===== config.mk =====
export PLATFORM = sky130hd
export DESIGN_NAME = aes_round_seq
export DESIGN_NICKNAME = d
export VERILOG_FILES = /design/src/rtl/aes_seq_pkg.sv /design/src/rtl/aes_seq_fsm.sv /design/src/rtl/aes_seq_rcon.sv /design/src/rtl/aes_seq_decode.sv /design/src/rtl/aes_round_seq.sv
export SDC_FILE = /design/constraint.sdc
export NUM_CORES = 1
export LEC_CHECK = 0
export BUFFER_PORTS_ARGS = -buffer_cell sky130_fd_sc_hd__clkbuf_2
export CAP_MARGIN = 20
export CORE_AREA = 2 2 46 80
export CTS_BUF_LIST = sky130_fd_sc_hd__clkbuf_2
export CTS_CLUSTER_DIAMETER = 40
export CTS_CLUSTER_SIZE = 28
export DETAILED_ROUTE_END_ITERATION = 12
export DIE_AREA = 0 0 48 82
export GPL_TIMING_DRIVEN = 0
export PLACE_DENSITY_LB_ADDON = 0.3
export SKIP_CTS_REPAIR_TIMING = 1
export SLEW_MARGIN = 20
export SYNTH_ARGS = -nofsm -noshare
export SYNTH_HDL_FRONTEND = slang
export SYNTH_SLANG_ARGS = --single-unit

===== constraint.sdc =====
create_clock -name clk -period 8.4 [get_ports clk]
set_clock_uncertainty 0.2 [all_clocks]
set_input_delay 1.26 -clock clk [delete_from_list [all_inputs] [get_ports clk]]
set_output_delay 1.26 -clock clk [all_outputs]
set_load 0.03 [all_outputs]

===== src/rtl/aes_seq_pkg.sv =====
package aes_seq_pkg;

  localparam int RCON_W = 8;
  localparam logic [RCON_W-1:0] GF_POLY = 8'h1B;

  typedef enum logic [1:0] {
    PH_IDLE  = 2'd0,
    PH_LOAD  = 2'd1,
    PH_ROUND = 2'd2,
    PH_HOLD  = 2'd3
  } seq_phase_t;

  // multiply by x in GF(2^8)
  function automatic logic [RCON_W-1:0] gf_xtime(input logic [RCON_W-1:0] v);
    logic [RCON_W-1:0] r;
    r = {v[RCON_W-2:0], 1'b0};
    if (v[RCON_W-1]) r = r ^ GF_POLY;
    return r;
  endfunction

  // constant number idx of the schedule: x^idx
  function automatic logic [RCON_W-1:0] rcon_at(input int idx);
    logic [RCON_W-1:0] v;
    v = 8'h01;
    for (int i = 0; i < idx; i++) v = gf_xtime(v);
    return v;
  endfunction

endpackage


===== src/rtl/aes_seq_fsm.sv =====
module aes_seq_fsm
  import aes_seq_pkg::*;
#(
  parameter int NUM_ROUNDS = 10,
  localparam int RW = $clog2(NUM_ROUNDS)
) (
  input  logic          clk,
  input  logic          rst,
  input  logic          enc_req,
  input  logic          dec_req,
  output seq_phase_t    phase,
  output logic [RW-1:0] rnd,
  output logic          mode_dec,
  output logic          done
);

  localparam logic [RW-1:0] LAST_RND = RW'(NUM_ROUNDS - 1);

  seq_phase_t    phase_d;
  logic [RW-1:0] rnd_d;
  logic          any_req;
  logic          start_evt;
  logic          last_step;

  assign any_req   = enc_req | dec_req;
  assign start_evt = (phase == PH_IDLE) && any_req;
  assign last_step = (phase == PH_ROUND) && (rnd == LAST_RND);

  always_comb begin
    phase_d = phase;
    rnd_d   = rnd;
    case (phase)
      PH_IDLE:  if (any_req) phase_d = PH_LOAD;
      PH_LOAD: begin
        phase_d = PH_ROUND;
        rnd_d   = '0;
      end
      PH_ROUND: begin
        if (rnd == LAST_RND) phase_d = PH_HOLD;
        else rnd_d = rnd + 1'b1;
      end
      PH_HOLD:  if (!any_req) phase_d = PH_IDLE;
      default:  phase_d = PH_IDLE;
    endcase
  end

  always_ff @(posedge clk) begin
    if (rst) begin
      phase    <= PH_IDLE;
      rnd      <= '0;
      mode_dec <= 1'b0;
      done     <= 1'b0;
    end else begin
      phase <= phase_d;
      rnd   <= rnd_d;
      done  <= last_step;
      if (start_evt) mode_dec <= ~enc_req;
    end
  end

endmodule


===== src/rtl/aes_seq_rcon.sv =====
module aes_seq_rcon
  import aes_seq_pkg::*;
#(
  parameter int NUM_ROUNDS = 10,
  localparam int RW = $clog2(NUM_ROUNDS)
) (
  input  logic              step_valid,
  input  logic [RW-1:0]     step,
  input  logic              mode_dec,
  output logic [RCON_W-1:0] rcon
);

  localparam logic [RW-1:0] LAST_IDX = RW'(NUM_ROUNDS - 1);

  logic [RCON_W-1:0] tbl [NUM_ROUNDS];
  logic [RW-1:0]     idx;

  for (genvar g = 0; g < NUM_ROUNDS; g++) begin : g_tbl
    assign tbl[g] = rcon_at(g);
  end

  // decrypt walks the schedule from its far end
  assign idx  = mode_dec ? (LAST_IDX - step) : step;
  assign rcon = step_valid ? tbl[idx] : '0;

endmodule


===== src/rtl/aes_seq_decode.sv =====
module aes_seq_decode
  import aes_seq_pkg::*;
#(
  parameter int NUM_ROUNDS = 10,
  localparam int RW = $clog2(NUM_ROUNDS)
) (
  input  seq_phase_t    phase,
  input  logic [RW-1:0] rnd,
  output logic          data_load_en,
  output logic          key_load_en,
  output logic          key_src_sel,
  output logic          final_round,
  output logic          step_valid,
  output logic [RW-1:0] step
);

  localparam logic [RW-1:0] LAST_RND = RW'(NUM_ROUNDS - 1);

  always_comb begin
    data_load_en = 1'b0;
    key_load_en  = 1'b0;
    key_src_sel  = 1'b0;
    final_round  = 1'b0;
    step_valid   = 1'b0;
    step         = '0;
    case (phase)
      PH_LOAD: begin
        data_load_en = 1'b1;
        key_load_en  = 1'b1;
        step_valid   = 1'b1;
      end
      PH_ROUND: begin
        data_load_en = 1'b1;
        key_load_en  = 1'b1;
        key_src_sel  = 1'b1;
        if (rnd == LAST_RND) begin
          final_round = 1'b1;
        end else begin
          step_valid = 1'b1;
          step       = rnd + 1'b1;
        end
      end
      default: ;
    endcase
  end

endmodule


===== src/rtl/aes_round_seq.sv =====
module aes_round_seq
  import aes_seq_pkg::*;
#(
  parameter int NUM_ROUNDS = 10
) (
  input  logic       clk,
  input  logic       rst,
  input  logic       enc_req,
  input  logic       dec_req,
  output logic       data_load_en,
  output logic       key_load_en,
  output logic       key_src_sel,
  output logic [7:0] rcon,
  output logic       final_round,
  output logic       mode_dec,
  output logic       done
);

  localparam int RW = $clog2(NUM_ROUNDS);

  seq_phase_t    phase;
  logic [RW-1:0] rnd;
  logic          step_valid;
  logic [RW-1:0] step;
  logic          in_idle;
  logic          in_hold;

  assign in_idle = (phase == PH_IDLE);
  assign in_hold = (phase == PH_HOLD);

  aes_seq_fsm #(.NUM_ROUNDS(NUM_ROUNDS)) u_fsm (
    .clk      (clk),
    .rst      (rst),
    .enc_req  (enc_req),
    .dec_req  (dec_req),
    .phase    (phase),
    .rnd      (rnd),
    .mode_dec (mode_dec),
    .done     (done)
  );

  aes_seq_decode #(.NUM_ROUNDS(NUM_ROUNDS)) u_dec (
    .phase        (phase),
    .rnd          (rnd),
    .data_load_en (data_load_en),
    .key_load_en  (key_load_en),
    .key_src_sel  (key_src_sel),
    .final_round  (final_round),
    .step_valid   (step_valid),
    .step         (step)
  );

  aes_seq_rcon #(.NUM_ROUNDS(NUM_ROUNDS)) u_rcon (
    .step_valid (step_valid),
    .step       (step),
    .mode_dec   (mode_dec),
    .rcon       (rcon)
  );

endmodule


==> impl_results.rst, run 1 <==
.. list-table::
   :header-rows: 1

   * - Metric
     - Value
   * - Die ar.
     - 0.00394 mm^2
   * - CTS HTree Levels
     - 1
   * - Max-cap violations
     - 0
   * - Predominant post-synthesis flop cell
     - dfxtp_1
   * - Summed negative setup slack over all endpoints
     - 0 ns
   * - Clock network latency to the later pin of the worst-skew pair
     - 0.23 ns
   * - Share of layout cells above drive strength 1
     - 21.3%
   * - N_diodes
     - 0
   * - Synthesized instance count
     - 103
   * - Area of the multi-input gates
     - 552 um^2
   * - Placement Rows
     - 28
   * - Synthesis-to-layout area growth
     - 20.1%
   * - Peak per-stage delay on the critical path
     - 0.38 ns
   * - Starting density of the core
     - 22.7%
   * - Via count of the first global-routing pass
     - 748
   * - Number of remaining DRC errors
     - 0
   * - Async set or reset register ratio after synthesis
     - 0%
   * - Critical Path Fanout Max
     - 10
   * - Worst-case hold slack
     - 0.362 ns
   * - Type of the worst setup path
     - flop to output pin
   * - TritonCTS clock tree
     - done
   * - Fin util
     - 27.2%
   * - Final max-slew violation count
     - 0
   * - Vias after detailed routing
     - 810
   * - IR drop worst, VDD
     - 0.000151 V
   * - Top Ports
     - 18
   * - Total Nets Final
     - 135
   * - CP arrival
     - 2.92 ns
   * - Slowest cell on the critical path
     - ha_1
   * - Crit path launch
     - u_fsm.phase[0]
   * - Startpoint of the lowest-slack register-to-register path
     - u_fsm.rnd[0]
   * - Vias/cell
     - 4.85
   * - Headroom to the max-slew limit
     - 67.2%
   * - Wire length of the first global-routing pass
     - 2970 um
   * - Sequential cell fraction of total power
     - 22.6%
   * - Antenna Nets Post-Route
     - 0
   * - IO buf count
     - 16
   * - Crit end category
     - output pin
   * - Clock network fraction of design power
     - 9.9%
   * - Worst setup path end
     - rcon[2]
   * - Worst-Margin Slew
     - 0.487 ns
   * - Min-Delay Path Class
     - flop to flop
   * - Post-route fraction of the period consumed by the critical path
     - 52.1%
   * - Initial detailed-routing violation count
     - 19
   * - Detailed-routing iteration count for the pre-antenna-repair pass
     - 4
   * - Register Area
     - 160 um^2
   * - Number of enable flip-flop cells after synthesis
     - 0
   * - Final hold violations
     - 0
   * - Switching share of power
     - 53.9%
   * - Die Ht
     - 82 um
   * - Post-detailed-route wirelength per cell
     - 11.5 um
   * - FF-to-FF path depth
     - 6
   * - Yosys warns
     - 0
   * - Startpoint type of the worst setup path
     - flop
   * - CP required
     - 6.94 ns
   * - Mapped Avg Cell Area
     - 7.32 um^2
   * - Cell area power density
     - 253 mW/mm^2
   * - HPWL reported at the end of detailed placement
     - 1620 um
   * - Fraction of the yosys area taken by sequential cells
     - 21.2%
   * - Peak clock frequency supported by timing
     - 228 MHz
   * - Antenna violations before repair
     - 0
   * - Power spent charging and discharging nets
     - 0.123 mW
   * - Width of the die
     - 48 um
   * - Mapped Area
     - 754 um^2
   * - Internal power consumption
     - 0.106 mW
   * - Clock-pin slew on the worst setup and hold paths
     - 0.08 ns
   * - Routed WL
     - 1920 um
   * - Cell Chain, Critical Path
     - inv_1 -> ha_1 -> a21boi_1 -> nand2b_1 -> ha_1 -> and3_1 -> a221oi_1 -> o32a_1 -> o22ai_1 -> clkbuf_2
   * - R2R Setup Slk
     - 6.42 ns
   * - Cell at the root of the clock tree
     - clkbuf_2
   * - Final worst path period need
     - 4.38 ns
   * - Overall overflow remaining after global route
     - 0
   * - Outcome
     - completed
   * - Count of endpoints failing setup in the final report
     - 0
   * - Synth Register Bits
     - 8
   * - Largest buffer count on any clock path
     - 2
   * - Overall fraction of global-route tracks in use
     - 10.4%
   * - RSZ-0062 raised after global routing
     - false
   * - Unique masters post-synth
     - 33
   * - Largest net degree at the start of global routing
     - 11
   * - Final estimated routing congestion in global placement
     - 0.755
   * - Leak pwr
     - 0.383 nW
   * - Post-Synthesis Net Count
     - 114
   * - R2r endpoint
     - u_fsm.phase[0]
   * - CP most frequent cell
     - ha_1
   * - Area of the core region
     - 0.00333 mm^2
   * - Number of buffers created by CTS
     - 3
   * - Fill count
     - 366
   * - Clock sink count
     - 8
   * - Proportion of power drawn by combinational gates
     - 67.5%
## cells by family (layout without fill, tap and decap cells)
kind of cell,after synthesis,in the layout,synth area share [%]
AOI/OAI and AO/OA,28,28,24.4
xor gates and xnor gates,1,1,2.16
adders and majority gates,7,7,11.6
buffers and inverters,10,29,5.64
DFF,8,8,21.2
muxes,3,3,4.15
and+or+nand+nor,46,46,30.8
## power by group through the flow
stage               sequential [mW]  clock [mW]  combinational (mW)
floorplan                    0.0533           0               0.118
global placement             0.0523           0               0.151
detailed placement           0.0528           0               0.156
CTS                          0.0519      0.0239               0.156
global route                 0.0534      0.0259               0.169
finish                       0.0518      0.0226               0.154
## layout make-up
type                            count  share of cell area (%)
Timing Repair Buffer               16                    8.84
Inverter                            5                    2.07
Tap cell                           45                    6.22
Clock buffer                        3                    1.66
Multi-Input combinational cell     85                    60.9
Buffer                              5                    2.62
Sequential cell                     8                    17.7
## flip-flops by register name (all words and copies together), names as in the netlist
register,count
u_fsm.mode_dec,1
u_fsm.phase,2
u_fsm.done,1
u_fsm.rnd,4
## cells in the mapped netlist, drive strengths merged, types with 2 or more instances
| cell | n | share of area, % |
|---|---|---|
| inv | 5 | 2.5 |
| a211oi | 3 | 3.0 |
| ha | 7 | 12 |
| and3 | 2 | 1.7 |
| nand3 | 5 | 4.0 |
| o32a | 2 | 2.7 |
| mux2i | 2 | 2.7 |
| o21ai | 6 | 4.5 |
| nor2 | 15 | 7.5 |
| nor3b | 2 | 2.0 |
| nand2b | 6 | 5.0 |
| a21oi | 8 | 5.3 |
| o22ai | 4 | 3.3 |
| nand2 | 9 | 4.5 |
| nor2b | 4 | 3.3 |
| buf | 3 | 2.2 |
| dfxtp | 8 | 21 |
| clkbuf | 2 | 1.0 |
## layout by cell type (no fill, tap or decap), drive strengths merged, types with 2 or more instances in the layout
master,instances
clkbuf,21
nor2,15
nand2,9
a21oi,8
dfxtp,8
ha,7
nand2b,6
o21ai,6
inv,5
nand3,5
nor2b,4
o22ai,4
a211oi,3
buf,3
and3,2
nor3b,2
o32a,2
mux2i,2
## metrics by stage
stage	cells	setup slack [ns]	instance area, um^2	power (mW)
2_1_floorplan	103	4.50	754	0.172
3_3_place_gp	164	4.28	891	0.203
3_5_place_dp	164	4.22	891	0.208
4_1_cts	167	3.95	906	0.232
5_1_grt	167	3.75	906	0.249
6_report	167	4.02	906	0.229
## metal layers
layer  GRT usage, %  vias up  share of wire [%]
met5              0        -                  0
met4           4.05        0                1.5
met3           1.32        5                2.4
met2           20.7       17                 57
met1           9.61      379                 39
li1               -      409                  -
## worst max-delay path, delay by kind of cell, from the launching register on
kind / cells / cell delay (ns)
flip-flops: 1 / 0.34
adder cells (fa/ha/maj): 2 / 0.65
AO/OA/AOI/OAI: 4 / 1.08
buffers and inverters: 2 / 0.27
AND/OR/NAND/NOR: 2 / 0.33
## how the worst min path moves through the flow
stage                                 to  slack (ns)      startpoint  cells after the start
after floorplan           u_fsm.phase[0]        0.31  u_fsm.phase[0]                      2
after global placement    u_fsm.phase[0]        0.32  u_fsm.phase[0]                      2
after detailed placement  u_fsm.phase[0]        0.36  u_fsm.phase[0]                      2
after CTS                 u_fsm.phase[0]        0.37  u_fsm.phase[0]                      2
after global routing      u_fsm.phase[0]        0.40  u_fsm.phase[0]                      2
final                     u_fsm.phase[0]        0.36  u_fsm.phase[0]                      2
Note: power is estimated with default switching activity, not from simulation.
==> run 2: changes to the inputs <==
==> constraint.sdc (replaced) <==
create_clock -name clk -period 3.95 [get_ports clk]
set_clock_uncertainty 0.2 [all_clocks]
set_input_delay 0.5925 -clock clk [delete_from_list [all_inputs] [get_ports clk]]
set_output_delay 0.5925 -clock clk [all_outputs]
set_load 0.03 [all_outputs]
==> impl_results.rst, run 2 (synthesis gave the netlist of run 1 again) <==
.. list-table::
   :header-rows: 1

   * - Metric
     - Value
   * - FF-to-FF path depth
     - 6
   * - Number of buffers created by CTS
     - 3
   * - Startpoint type of the worst setup path
     - flop
   * - Clock-pin slew on the worst setup and hold paths
     - 0.08 ns
   * - Wire length of the first global-routing pass
     - 2970 um
   * - CTS HTree Levels
     - 1
   * - Type of the worst setup path
     - flop to output pin
   * - Routed WL
     - 1930 um
   * - Largest net degree at the start of global routing
     - 11
   * - Sequential cell fraction of total power
     - 22.6%
   * - Critical Path Fanout Max
     - 10
   * - Register Area
     - 160 um^2
   * - Min-Delay Path Class
     - input port to flop
   * - Proportion of power drawn by combinational gates
     - 67.6%
   * - Antenna violations before repair
     - 0
   * - Clock sink count
     - 8
   * - Cell at the root of the clock tree
     - clkbuf_2
   * - Clock network fraction of design power
     - 9.8%
   * - Commonest non-fill, non-tap cells in the layout
     - clkbuf_2 (19), nor2_1 (15), nand2_1 (9)
   * - IR drop worst, VDD
     - 0.000323 V
   * - Internal power consumption
     - 0.226 mW
   * - CP required
     - 3.16 ns
   * - CP arrival
     - 2.90 ns
   * - Power spent charging and discharging nets
     - 0.263 mW
   * - Max-cap violations
     - 0
   * - Antenna Nets Post-Route
     - 0
   * - Most common cell after layout, fill and taps aside
     - clkbuf_2
   * - Fill count
     - 365
   * - HPWL reported at the end of detailed placement
     - 1620 um
   * - RSZ-0062 raised after global routing
     - false
   * - Post-route fraction of the period consumed by the critical path
     - 93.6%
   * - Summed negative setup slack over all endpoints
     - 0 ns
   * - Initial detailed-routing violation count
     - 14
   * - Overall fraction of global-route tracks in use
     - 10.4%
   * - Switching share of power
     - 53.8%
   * - R2r endpoint
     - u_fsm.phase[0]
   * - Number of remaining DRC errors
     - 0
   * - Share of layout cells above drive strength 1
     - 22.1%
   * - Startpoint of the most critical hold path
     - enc_req
   * - Leak pwr
     - 0.382 nW
   * - Clock network latency to the later pin of the worst-skew pair
     - 0.23 ns
   * - Die ar.
     - 0.00394 mm^2
   * - Post-detailed-route wirelength per cell
     - 11.6 um
   * - Via count of the first global-routing pass
     - 748
   * - Cell area power density
     - 538 mW/mm^2
   * - Final estimated routing congestion in global placement
     - 0.755
   * - IO buf count
     - 16
   * - Synthesis-to-layout area growth
     - 20.4%
   * - Final max-slew violation count
     - 0
   * - Setup slack of the critical path after layout
     - 0.253 ns
   * - Placement Rows
     - 28
   * - Register containing the most flip-flops in the final layout
     - u_fsm.rnd
   * - Top Ports
     - 18
   * - Hold Path Cell Cnt
     - 2
   * - Crit path launch
     - u_fsm.rnd[0]
   * - R2R Setup Slk
     - 1.96 ns
   * - Overall overflow remaining after global route
     - 0
   * - Largest buffer count on any clock path
     - 2
   * - Setup Slack @ Placement
     - 0.442 ns
   * - Worst-Margin Slew
     - 0.487 ns
   * - Worst min-delay path endpoint
     - u_fsm.mode_dec
   * - TritonCTS clock tree
     - done
   * - Die Ht
     - 82 um
   * - Peak clock frequency supported by timing
     - 270 MHz
   * - Vias/cell
     - 4.86
   * - Detailed-routing iteration count for the pre-antenna-repair pass
     - 3
   * - Area of the multi-input gates
     - 554 um^2
   * - Count of endpoints failing setup in the final report
     - 0
   * - Largest registers
     - u_fsm.rnd x4, u_fsm.phase x2
   * - Final hold violations
     - 0
   * - Outcome
     - completed
   * - Starting density of the core
     - 22.7%
   * - Final worst path period need
     - 3.70 ns
   * - Crit end category
     - output pin
   * - Headroom to the max-slew limit
     - 67.2%
   * - Flip-flop count of the largest register, all copies and words added
     - 4
   * - N_diodes
     - 0
   * - Width of the die
     - 48 um
   * - Area of the core region
     - 0.00333 mm^2
   * - Total Nets Final
     - 135
   * - Startpoint of the lowest-slack register-to-register path
     - u_fsm.rnd[0]
   * - Vias after detailed routing
     - 811
run 2: cell count changes in the layout (fill, tap and decap cells not counted):
| cell | previous run | this run |
|---|---|---|
| ha_1 | 7 | 6 |
| ha_2 | 0 | 1 |
run 2: final cells by class:
type | instances | share of cell area [%]
well taps | 45 | 6.20
repair buffers | 16 | 8.82
plain buffers | 5 | 2.62
flip-flops and latches | 8 | 17.6
clock buffers | 3 | 1.65
inverters | 5 | 2.07
multi-input cells | 85 | 61.0
run 2: power by group through the flow:
stage	Clock [mW]	Combinational (mW)	Sequential [mW]
finish	0.0481	0.330	0.110
CTS	0.0507	0.333	0.110
global route	0.0551	0.361	0.114
global placement	0	0.321	0.111
detailed placement	0	0.331	0.112
floorplan	0	0.252	0.113
run 2: worst max path at each step:
stage	slack, ns	endpoint	cells after the start
finish	0.25	rcon[2]	10
global route	0.01	rcon[2]	11
CTS	0.17	rcon[2]	10
detailed placement	0.44	rcon[2]	10
global placement	0.50	rcon[2]	10
floorplan	0.72	rcon[2]	9
run 2: metrics by stage:
| step | std cells | cell area (um^2) | utilization [%] | hold slack (ns) | total power [mW] |
|---|---|---|---|---|---|
| 3_3_place_gp | 164 | 891 | 26.8 | 0.324 | 0.433 |
| 3_5_place_dp | 164 | 891 | 26.8 | 0.357 | 0.443 |
| 2_1_floorplan | 103 | 754 | - | 0.310 | 0.365 |
| 4_1_cts | 167 | 906 | 27.2 | 0.338 | 0.494 |
| 5_1_grt | 167 | 908 | 27.3 | 0.342 | 0.530 |
| 6_report | 167 | 908 | 27.3 | 0.342 | 0.489 |
run 2: worst max-delay path, cell delays in order, from the launching register on:
cell and delay [ns]:
dfxtp_1 0.42, ha_1 0.27, nor2b_1 0.16, a21boi_1 0.30
nand2b_1 0.16, ha_1 0.27, and3_1 0.17, a221oi_1 0.36
o32a_1 0.27, o22ai_1 0.09, clkbuf_2 0.19
run 2: per-layer routing:
metal / track usage (%) / vias to the layer above / wire [um]
met3: 1.32 / 5 / 47
met2: 20.7 / 17 / 1090
met4: 4.05 / 0 / 29
met5: 0 / - / 0
li1: - / 408 / -
met1: 9.61 / 381 / 765
